[src/rtl/i2c_isc_pkg.sv]
package i2c_isc_pkg;

  localparam int NSRC = 12;

  // Raw status bit positions (software decodes these)
  localparam int IDX_RXUF   = 0;
  localparam int IDX_RXOF   = 1;
  localparam int IDX_RXLVL  = 2;
  localparam int IDX_TXOF   = 3;
  localparam int IDX_TXLVL  = 4;
  localparam int IDX_RDREQ  = 5;
  localparam int IDX_ABORT  = 6;
  localparam int IDX_RXDONE = 7;
  localparam int IDX_BUSY   = 8;
  localparam int IDX_STOP   = 9;
  localparam int IDX_START  = 10;
  localparam int IDX_GCALL  = 11;

  localparam logic [NSRC-1:0] LEVEL_SRC = NSRC'((1 << IDX_RXLVL) | (1 << IDX_TXLVL));
  localparam logic [NSRC-1:0] LATCH_SRC = ~LEVEL_SRC;

  // Register offsets
  localparam logic [7:0] OFS_MASKED  = 8'h2C;
  localparam logic [7:0] OFS_MASK    = 8'h30;
  localparam logic [7:0] OFS_RAW     = 8'h34;
  localparam logic [7:0] OFS_RXTHR   = 8'h38;
  localparam logic [7:0] OFS_TXTHR   = 8'h3C;
  localparam logic [7:0] OFS_CLR_ALL = 8'h40;
  localparam logic [7:0] OFS_CAUSE   = 8'h80;

  localparam int CAUSE_W = 16;
  localparam logic [CAUSE_W-1:0] CAUSE_KEEP = 16'h183F;

  function automatic logic [NSRC-1:0] one_src(input int idx);
    return NSRC'(1) << idx;
  endfunction

  // Which latched bits a read of this offset clears
  function automatic logic [NSRC-1:0] clr_decode(input logic [7:0] ofs);
    logic [NSRC-1:0] v;
    case (ofs)
      OFS_CLR_ALL: v = LATCH_SRC;
      8'h44:       v = one_src(IDX_RXUF);
      8'h48:       v = one_src(IDX_RXOF);
      8'h4C:       v = one_src(IDX_TXOF);
      8'h50:       v = one_src(IDX_RDREQ);
      8'h54:       v = one_src(IDX_ABORT);
      8'h58:       v = one_src(IDX_RXDONE);
      8'h5C:       v = one_src(IDX_BUSY);
      8'h60:       v = one_src(IDX_STOP);
      8'h64:       v = one_src(IDX_START);
      8'h68:       v = one_src(IDX_GCALL);
      default:     v = '0;
    endcase
    return v;
  endfunction

  // RX setting N fires at N+1 entries
  function automatic logic rx_reached(input logic [15:0] lvl, input logic [15:0] thr);
    return lvl > thr;
  endfunction

  function automatic logic tx_drained(input logic [15:0] lvl, input logic [15:0] thr);
    return lvl <= thr;
  endfunction

endpackage

[src/rtl/isc_evt_latch.sv]
module isc_evt_latch #(
  parameter int              NSRC     = 12,
  parameter logic [NSRC-1:0] CLR_MASK = '1
) (
  input  logic            clk_i,
  input  logic            rst_ni,
  input  logic [NSRC-1:0] set_i,
  input  logic [NSRC-1:0] clr_i,
  output logic [NSRC-1:0] q_o
);

  for (genvar i = 0; i < NSRC; i++) begin : g_bit
    if (CLR_MASK[i]) begin : g_latched
      logic bit_q;
      always_ff @(posedge clk_i or negedge rst_ni) begin
        if (!rst_ni)       bit_q <= 1'b0;
        else if (set_i[i]) bit_q <= 1'b1;   // event beats clear
        else if (clr_i[i]) bit_q <= 1'b0;
      end
      assign q_o[i] = bit_q;

      assert_evt_sets_R1: assert property (@(posedge clk_i) disable iff (!rst_ni)
        set_i[i] |=> q_o[i]);
      assert_clr_drops_R4: assert property (@(posedge clk_i) disable iff (!rst_ni)
        (clr_i[i] && !set_i[i]) |=> !q_o[i]);
      assert_evt_wins_R10: assert property (@(posedge clk_i) disable iff (!rst_ni)
        (clr_i[i] && set_i[i]) |=> q_o[i]);
      assert_holds_R1: assert property (@(posedge clk_i) disable iff (!rst_ni)
        (!clr_i[i] && !set_i[i]) |=> $stable(q_o[i]));
    end else begin : g_level
      logic unused_lvl_bit;
      assign unused_lvl_bit = set_i[i] ^ clr_i[i];
      assign q_o[i] = 1'b0;
    end
  end

endmodule

[src/rtl/isc_lvl_irq.sv]
module isc_lvl_irq
  import i2c_isc_pkg::*;
#(
  parameter int LVL_W = 5
) (
  input  logic [LVL_W-1:0] rx_lvl_i,
  input  logic [LVL_W-1:0] tx_lvl_i,
  input  logic [LVL_W-1:0] rx_thr_i,
  input  logic [LVL_W-1:0] tx_thr_i,
  output logic             rx_hit_o,
  output logic             tx_hit_o
);

  assign rx_hit_o = rx_reached(16'(rx_lvl_i), 16'(rx_thr_i));
  assign tx_hit_o = tx_drained(16'(tx_lvl_i), 16'(tx_thr_i));

endmodule

[src/rtl/isc_abort_cause.sv]
module isc_abort_cause #(
  parameter int               CW   = 16,
  parameter logic [CW-1:0]    KEEP = '1
) (
  input  logic          clk_i,
  input  logic          rst_ni,
  input  logic          capture_i,
  input  logic [CW-1:0] src_i,
  input  logic          clr_i,
  output logic [CW-1:0] cause_o
);

  logic [CW-1:0] cause_q;
  logic [CW-1:0] base_w;
  logic [CW-1:0] new_w;

  assign base_w = clr_i ? '0 : cause_q;
  assign new_w  = capture_i ? (base_w | (src_i & KEEP)) : base_w;

  always_ff @(posedge clk_i or negedge rst_ni) begin
    if (!rst_ni) cause_q <= '0;
    else         cause_q <= new_w;
  end

  assign cause_o = cause_q;

  assert_cause_zero_R9: assert property (@(posedge clk_i) disable iff (!rst_ni)
    (clr_i && !capture_i) |=> (cause_o == '0));
  assert_cause_capt_R8: assert property (@(posedge clk_i) disable iff (!rst_ni)
    capture_i |=> ((cause_o & $past(src_i & KEEP)) == $past(src_i & KEEP)));
  assert_cause_keep_R8: assert property (@(posedge clk_i) disable iff (!rst_ni)
    (cause_o & ~KEEP) == '0);

endmodule

[src/rtl/i2c_irq_stat_top.sv]
module i2c_irq_stat_top
  import i2c_isc_pkg::*;
#(
  parameter int ADDR_W = 8,
  parameter int DATA_W = 16,
  parameter int LVL_W  = 5
) (
  input  logic              clk_i,
  input  logic              rst_ni,
  input  logic              rd_en_i,
  input  logic              wr_en_i,
  input  logic [ADDR_W-1:0] addr_i,
  input  logic [DATA_W-1:0] wdata_i,
  output logic [DATA_W-1:0] rdata_o,
  input  logic [NSRC-1:0]   evt_i,
  input  logic [CAUSE_W-1:0] abort_src_i,
  input  logic [LVL_W-1:0]  rx_lvl_i,
  input  logic [LVL_W-1:0]  tx_lvl_i,
  output logic              irq_o
);

  logic [7:0]       ofs_w;
  logic [NSRC-1:0]  mask_q;
  logic [LVL_W-1:0] rx_thr_q;
  logic [LVL_W-1:0] tx_thr_q;
  logic [NSRC-1:0]  clr_vec;
  logic [NSRC-1:0]  latched_w;
  logic [NSRC-1:0]  raw_w;
  logic [NSRC-1:0]  masked_w;
  logic             rx_hit_w;
  logic             tx_hit_w;
  logic [CAUSE_W-1:0] cause_w;
  logic [DATA_W-1:0] rd_mux;
  logic [DATA_W-1:0] rdata_q;
  logic             irq_q;
  logic             unused_wdata;

  assign ofs_w   = 8'(addr_i);
  assign clr_vec = rd_en_i ? clr_decode(ofs_w) : '0;

  isc_evt_latch #(.NSRC(NSRC), .CLR_MASK(LATCH_SRC)) u_latch (
    .clk_i  (clk_i),
    .rst_ni (rst_ni),
    .set_i  (evt_i),
    .clr_i  (clr_vec),
    .q_o    (latched_w)
  );

  isc_lvl_irq #(.LVL_W(LVL_W)) u_lvl (
    .rx_lvl_i (rx_lvl_i),
    .tx_lvl_i (tx_lvl_i),
    .rx_thr_i (rx_thr_q),
    .tx_thr_i (tx_thr_q),
    .rx_hit_o (rx_hit_w),
    .tx_hit_o (tx_hit_w)
  );

  isc_abort_cause #(.CW(CAUSE_W), .KEEP(CAUSE_KEEP)) u_cause (
    .clk_i     (clk_i),
    .rst_ni    (rst_ni),
    .capture_i (evt_i[IDX_ABORT]),
    .src_i     (abort_src_i),
    .clr_i     (clr_vec[IDX_ABORT]),
    .cause_o   (cause_w)
  );

  always_comb begin
    raw_w            = latched_w;
    raw_w[IDX_RXLVL] = rx_hit_w;
    raw_w[IDX_TXLVL] = tx_hit_w;
  end
  assign masked_w = raw_w & mask_q;

  // Configuration registers
  always_ff @(posedge clk_i or negedge rst_ni) begin
    if (!rst_ni) begin
      mask_q   <= '0;
      rx_thr_q <= '0;
      tx_thr_q <= '0;
    end else if (wr_en_i) begin
      case (ofs_w)
        OFS_MASK:  mask_q   <= wdata_i[NSRC-1:0];
        OFS_RXTHR: rx_thr_q <= wdata_i[LVL_W-1:0];
        OFS_TXTHR: tx_thr_q <= wdata_i[LVL_W-1:0];
        default: ;
      endcase
    end
  end

  always_comb begin
    case (ofs_w)
      OFS_MASKED: rd_mux = DATA_W'(masked_w);
      OFS_MASK:   rd_mux = DATA_W'(mask_q);
      OFS_RAW:    rd_mux = DATA_W'(raw_w);
      OFS_RXTHR:  rd_mux = DATA_W'(rx_thr_q);
      OFS_TXTHR:  rd_mux = DATA_W'(tx_thr_q);
      OFS_CAUSE:  rd_mux = DATA_W'(cause_w);
      default:    rd_mux = '0;
    endcase
  end

  always_ff @(posedge clk_i or negedge rst_ni) begin
    if (!rst_ni) begin
      rdata_q <= '0;
      irq_q   <= 1'b0;
    end else begin
      if (rd_en_i) rdata_q <= rd_mux;
      irq_q <= |masked_w;
    end
  end

  assign rdata_o = rdata_q;
  assign irq_o   = irq_q;
  assign unused_wdata = ^wdata_i;

  assert_irq_follows_R11: assert property (@(posedge clk_i) disable iff (!rst_ni)
    1'b1 |=> (irq_o == $past(|(raw_w & mask_q))));
  assert_lvl_no_clear_R7: assert property (@(posedge clk_i) disable iff (!rst_ni)
    (clr_vec & LEVEL_SRC) == '0);
  assert_masked_read_R2: assert property (@(posedge clk_i) disable iff (!rst_ni)
    (rd_en_i && ofs_w == OFS_MASKED) |=> (rdata_o == DATA_W'($past(raw_w & mask_q))));
  assert_clr_reads_zero_R12: assert property (@(posedge clk_i) disable iff (!rst_ni)
    (rd_en_i && clr_decode(ofs_w) != '0) |=> (rdata_o == '0));

endmodule

[config.mk]
export PLATFORM = sky130hd
export DESIGN_NAME = i2c_irq_stat_top
export DESIGN_NICKNAME = d
export VERILOG_FILES = /design/src/rtl/i2c_isc_pkg.sv /design/src/rtl/isc_evt_latch.sv /design/src/rtl/isc_lvl_irq.sv /design/src/rtl/isc_abort_cause.sv /design/src/rtl/i2c_irq_stat_top.sv
export SDC_FILE = /design/constraint.sdc
export NUM_CORES = 1
export LEC_CHECK = 0
export ABC_AREA = 1
export CORE_ASPECT_RATIO = 0.75
export CORE_MARGIN = 1.5
export CORE_UTILIZATION = 40
export CTS_CLUSTER_SIZE = 10
export DETAILED_ROUTE_END_ITERATION = 12
export HOLD_SLACK_MARGIN = 0.08
export PLACE_DENSITY = 0.78
export SLEW_MARGIN = 20
export SYNTH_ARGS = -nofsm -noshare
export SYNTH_HDL_FRONTEND = slang
export SYNTH_SLANG_ARGS = --single-unit
[constraint.sdc]
create_clock -name clk_i -period 2.5 [get_ports clk_i]
set_input_delay 0.375 -clock clk_i [delete_from_list [all_inputs] [get_ports clk_i]]
set_output_delay 0.375 -clock clk_i [all_outputs]
set_load 0.05 [all_outputs]
Yosys cells after proc, flatten, opt, wreduce, memory -nomap -nowiden
Cells that the tools add are included.

Bits in latches: 0. Bits in registers: 65. Bits in writable memories: 0. Memories: 0. Output and inout bits: 17. ROM bits: 0.

$lt $le $gt $ge: 2. Mux-type cells: 25. Div/mod/pow operators: 0. Reductions and logical operators: 14. Bitwise logic cells: 2. Multipliers: 0. Eq/ne operators: 17. Shift-type cells: 0. Add/sub/neg operators: 0.

Operator list (number): $pmux W12 S11 (1); $pmux W16 S6 (1); $eq A8 B7 Y1 const B (11); $eq A8 B6 Y1 const B (5); $mux W16 (2); $mux W1 (20); $reduce_bool A2 Y1 (10); $or A16 B13 Y16 (1); $and A12 B12 Y12 (1); $mux W12 (1); $reduce_or A12 Y1 (1); $eq A8 B8 Y1 const B (1); $reduce_and A2 Y1 (3); $gt A5 B5 Y1 (1); $le A5 B5 Y1 (1).

Depth between registers and ports, before layout
Depth in word-level cells: 6. Gate-level depth with buffers: 11.

By module
A second synthesis with hierarchy kept.

Cell total of the unflattened synthesis: 476. Area total of the unflattened synthesis: 3485.8 um^2.

By module, submodules not included: i2c_irq_stat_top (instances 1, area each 2346.0 um^2, cells an instance 325, seq. area each 975.9 um^2); isc_evt_latch (instances 1, area each 494.2 um^2, cells an instance 63, seq. area each 250.2 um^2); isc_abort_cause (instances 1, area each 369.1 um^2, cells an instance 43, seq. area each 200.2 um^2); isc_lvl_irq (instances 1, area each 276.5 um^2, cells an instance 45, seq. area each 0.0 um^2).

Worst setup path after synthesis
No wires, ideal clock.

Path kind: input -> register. Start point: input port addr_i[7]. End point: register u_cause.cause_q[12], in the netlist u_cause.cause_o[12]. Arrival: 1.259 ns. Data required time: 2.384 ns. Path slack: 1.124 ns. Stages on the path: 8. Cell sequence: inv_1 -> nand2_1 -> nor2_1 -> nand2_2 -> a21oi_4 -> inv_2 -> nand2_1 -> nand2_1.

Cells in the longest elaborated chain, start to end: 6.

Ends and longest elaborated chain: from (decl) (RTL line i2c_irq_stat_top.sv:12) `input logic [ADDR_W-1:0] addr_i,`; $eq A8 B7 Y1 (RTL line i2c_isc_pkg.sv:41) `case (ofs)`; $pmux W12 S11 * (RTL line i2c_isc_pkg.sv:41); $mux W12 * (RTL line i2c_irq_stat_top.sv:39) `assign clr_vec = rd_en_i ? clr_decode(ofs_w) : '0;`; $mux W16 * (RTL line isc_abort_cause.sv:17) `assign base_w = clr_i ? '0 : cause_q;`; $or A16 B13 Y16 (RTL line isc_abort_cause.sv:18) `assign new_w = capture_i ? (base_w | (src_i & KEEP)) : base_w;`; $mux W16 * (RTL line isc_abort_cause.sv:18); via u_cause.new_w[12] (RTL line isc_abort_cause.sv:15) `logic [CW-1:0] new_w;`; to (signal assigned) (RTL line isc_abort_cause.sv:22) `else cause_q <= new_w;`; to (decl) (RTL line isc_abort_cause.sv:13) `logic [CW-1:0] cause_q;`.

Mark *: on every way through the listed nets, which the timed path passes. The rest lies on a longest branch. A chain may end at the register's enable or synchronous reset.

Worst setup path in the final report
Start point: input port addr_i[5]. End point: register rdata_q[0], in the netlist rdata_o[0].

Cells in the longest elaborated chain, start to end: 2.

Ends and longest elaborated chain: $eq A8 B8 Y1 / $eq A8 B6 Y1 (equally long branches) (RTL line i2c_irq_stat_top.sv:91) `case (ofs_w)`; $pmux W16 S6 * (RTL line i2c_irq_stat_top.sv:91); to (signal assigned) (RTL line i2c_irq_stat_top.sv:107) `if (rd_en_i) rdata_q <= rd_mux;`; to (decl) (RTL line i2c_irq_stat_top.sv:34) `logic [DATA_W-1:0] rdata_q;`.

Every way passes the cells marked *; elsewhere a longest branch is shown, timed or not.

==> impl_metrics.py <==
metrics = {
    "placement": {
        "post-dp-hpwl_um": 6001,
        "place.gp.congestion": 0.8581,
        "placement.io_buffers": 65,
    },
    "setup_path": {
        "regToRegSetupSlack_ns": 0.92,
        "cpMaxStageDelayCell": "sky130_fd_sc_hd__clkdlybuf4s50_1",
        "critical_path_class": "in2reg",
        "worstSetupPathDepth": 9,
        "critical-path-top-delay-family": "simple AND/OR/NAND/NOR gates",
        "arrival_ns": 2.16,
        "timing.critical_path.slowest_cell_delay_ns": 0.54,
        "critical_path.n_buffers_inverters": 2,
        "setup.worst_path.start": "addr_i[5]",
        "required_ns": 2.74,
        "timing.critical_path.cells": "clkdlybuf4s50_1 -> nand2_1 -> nor2_4 -> inv_2 -> nor2_4 -> nand2_1 -> nand2_1 -> nor2_1 -> a21oi_1",
        "cell_count_of_the_worst_reg_to_reg_path": 11,
        "critPathMostFrequentCell": "sky130_fd_sc_hd__nand2_1",
        "worstReg2RegEnd": "rdata_o[4]$_DFFE_PN0P_",
        "crit_end": "rdata_o[0]$_DFFE_PN0P_",
        "critical_path.reg2reg.startpoint": "tx_thr_q[3]$_DFFE_PN0P_",
        "critical_path.max_fanout": 15,
        "cp-end-kind": "register",
        "worstSetupStartpointType": "input pin",
    },
    "yosys": {
        "synth_largest_type_area_fraction": 0.4608,
        "synth_top_cell_by_area": "sky130_fd_sc_hd__dfrtp_1",
        "post_synth_main_area_contributors": "sky130_fd_sc_hd__dfrtp_1 (46%), sky130_fd_sc_hd__nand2_1 (14%), sky130_fd_sc_hd__inv_1 (6.3%), sky130_fd_sc_hd__o21ai_0 (5.6%), sky130_fd_sc_hd__ha_1 (4.3%)",
        "yosys-mux-area-fraction": 0,
        "syn_area_mm2": 0.002933,
        "synth_cell_types": 26,
        "synth.most_common_cell": "sky130_fd_sc_hd__nand2_1",
        "largest_family_of_logic_cells_by_synthesized_area": "simple AND/OR/NAND/NOR gates",
        "postSynthCellCount": 380,
        "yosys_warnings": 0,
        "synth-simple-area-share": 0.2619,
        "synth-xor-area-share": 0,
        "synth-main-ff-cell": "sky130_fd_sc_hd__dfrtp_1",
        "synth-compound-area-share": 0.1459,
        "ys_ff_latch": 54,
        "synth_edf_count": 0,
        "synth_common_cells": "sky130_fd_sc_hd__nand2_1 (112), sky130_fd_sc_hd__dfrtp_1 (54), sky130_fd_sc_hd__inv_1 (49)",
        "synth-seq-area-share": 0.4608,
        "async_set_reset_flop_share_out_of_synthesis": 1.000,
        "post_synth_fa_ha_maj_area_fraction": 0.04266,
        "synth.avg_cell_area_um2": 7.718,
    },
    "routing": {
        "dr.first_iter.drc_count": 180,
        "route.detailed.vias_per_inst": 5.121,
        "dr_total_vias": 2801,
        "ant_nets": 0,
        "final_wirelength_um": 7816,
        "wire_per_inst_um": 14.29,
        "drtPass1Iterations": 5,
        "drcViolationCount": 0,
    },
    "clock_tree": {
        "clk_pin_slew_ns": 0.09,
        "max-clock-path-buffers": 2,
        "cts_tree": "built",
        "clock_root_buffer_master": "sky130_fd_sc_hd__clkbuf_8",
        "htreeDepth": 2,
        "hold_buffers": 0,
        "ctsResizeCount": 0,
        "tritoncts.num_buffers": 5,
        "cts_sinks": 54,
        "clock_latency_ns": 0.31,
        "cts_setup_buffers": 0,
    },
    "pwr": {
        "p_leak_uw": 0.001824,
        "max-vdd-ir-drop_mv": 0.2203,
        "finalPower_uw": 1699,
        "powerDensity_mw_per_mm2": 447.5,
    },
    "global_routing": {
        "antenna_found_initial": 0,
        "grt_pass1_vias": 2664,
        "global_route_wire_length_before_repair_um": 12570,
        "global_route.usage.total": 0.2046,
        "grt_start_max_net_pins": 29,
        "grt-ovfl-total": 0,
    },
    "run": {
        "drv_cap": 0,
    },
    "run_status": {
        "outcome": "complete, no violations",
    },
    "worst_hold_path": {
        "hp-class": "in2async",
    },
    "floorplan": {
        "core_area_mm2": 0.006962,
        "chipHeight_um": 77.16,
        "die-width_um": 101.9,
        "dieArea_mm2": 0.007860,
        "initial_core_util": 0.4213,
        "fp-row-count": 26,
        "io_pins": 83,
    },
    "sta": {
        "period_share": 0.7682,
        "fin_setup_tns_ns": 0,
        "slew_headroom": 0.5775,
        "achievable-frequency_mhz": 520.7,
        "timing.final.setup_violations": 0,
        "final_skew_ns": 0.009358,
        "timing_hold_violations_final": 0,
        "min_period_ns": 1.920,
        "worst-slew-pin-transition_ns": 0.6337,
        "maxSlewViolCount": 0,
        "setup_repair_after_global_routing_missed_its_margin": "no",
    },
    "finish": {
        "net_count_final": 524,
        "number_of_diodes_added_for_antenna_fixing": 0,
        "layout-area-overhead-vs-synth_pct": 29.44,
        "fraction_of_final_layout_cells_with_drive_strength_greater_than_1": 0.06236,
    },
}
-- cell type report --
class                      count  area [µm²]
sequential                    54        1351
fill                         657        3166
inverter                      51       191.4
clock buffer                   6       82.58
clock inverter                 2       12.51
timing repair buffer          71       703.2
multi-input combinational    265        1333
tap                           98       122.6
-- how the worst min path moves through the flow --
stage	endpoint	slack, ns	cells after the start
4_1_cts	u_cause.cause_o[3]$_DFF_PN0_	0.09	1
2_1_floorplan	irq_o$_DFF_PN0_	0.08	0
6_report	u_cause.cause_o[3]$_DFF_PN0_	0.07	1
3_5_place_dp	u_cause.cause_o[3]$_DFF_PN0_	0.43	1
3_3_place_gp	u_cause.cause_o[3]$_DFF_PN0_	0.42	1
5_1_grt	u_cause.cause_o[3]$_DFF_PN0_	0.12	1
-- placed cells by master (no fill, tap or decap), types with 4 or more instances in the layout --
cell                              netlist  layout
sky130_fd_sc_hd__o21ai_0               33      33
sky130_fd_sc_hd__nand4_1                5       5
sky130_fd_sc_hd__a21oi_1               18      18
sky130_fd_sc_hd__dfrtp_1               54      54
sky130_fd_sc_hd__nand3_1               22      22
sky130_fd_sc_hd__buf_4                  4       5
sky130_fd_sc_hd__clkbuf_8               0       6
sky130_fd_sc_hd__nor2_1                23      23
sky130_fd_sc_hd__nor3_1                 6       6
sky130_fd_sc_hd__ha_1                  10      10
sky130_fd_sc_hd__nand2_1              112     112
sky130_fd_sc_hd__o21bai_1               4       4
sky130_fd_sc_hd__clkdlybuf4s50_1        0      64
sky130_fd_sc_hd__a21o_1                 6       6
sky130_fd_sc_hd__o22ai_1                8       8
sky130_fd_sc_hd__nor2_4                 4       4
sky130_fd_sc_hd__inv_1                 49      49
-- kinds of logic after synthesis --
| group | count (synthesis) |
|---|---|
| flip-flops | 54 |
| buffers and inverters | 63 |
| AO/OA/AOI/OAI | 74 |
| AND/OR/NAND/NOR | 178 |
| adder cells (fa/ha/maj) | 10 |
| other | 1 |
-- metrics by stage --
step | area [µm²] | hold WS (ns) | std cells | setup slack [ns] | util
final | 3796 | 0.07137 | 547 | 0.5795 | 0.5453
after global routing | 3796 | 0.1178 | 547 | 0.4246 | 0.5453
after CTS | 3796 | 0.08908 | 547 | 0.5964 | 0.5453
after detailed placement | 3701 | 0.4311 | 539 | 0.2977 | 0.5316
after global placement | 3701 | 0.4243 | 539 | 0.3295 | 0.5316
after floorplan | 2940 | 0.07941 | 382 | 1.124 | -
-- metal layers --
metal / vias up / share of wire / track usage
met1: 1320 / 0.46 / 0.2944
met2: 117 / 0.45 / 0.3160
met5: - / 0 / 0
li1: 1355 / - / -
met3: 9 / 0.079 / 0.03829
met4: 0 / 0.013 / 0.05479
-- sequential cells by signal, indices dropped and copies added, names as in the netlist --
signal / count
irq_o: 1
mask_q: 12
rdata_o: 13
rx_thr_q: 5
tx_thr_q: 5
u_cause.cause_o: 8
u_latch.g_bit.g_latched.bit_q: 10
-- where the power goes --
group	internal, µW	switching (µW)	leakage [µW]	total (µW)
Sequential	897	19.0	0.000614	916
Clock	223	289	0.0000472	512
Combinational	122	149	0.00116	270
Total	1240	457	0.00182	1700
(Power assumes the default switching activity.)
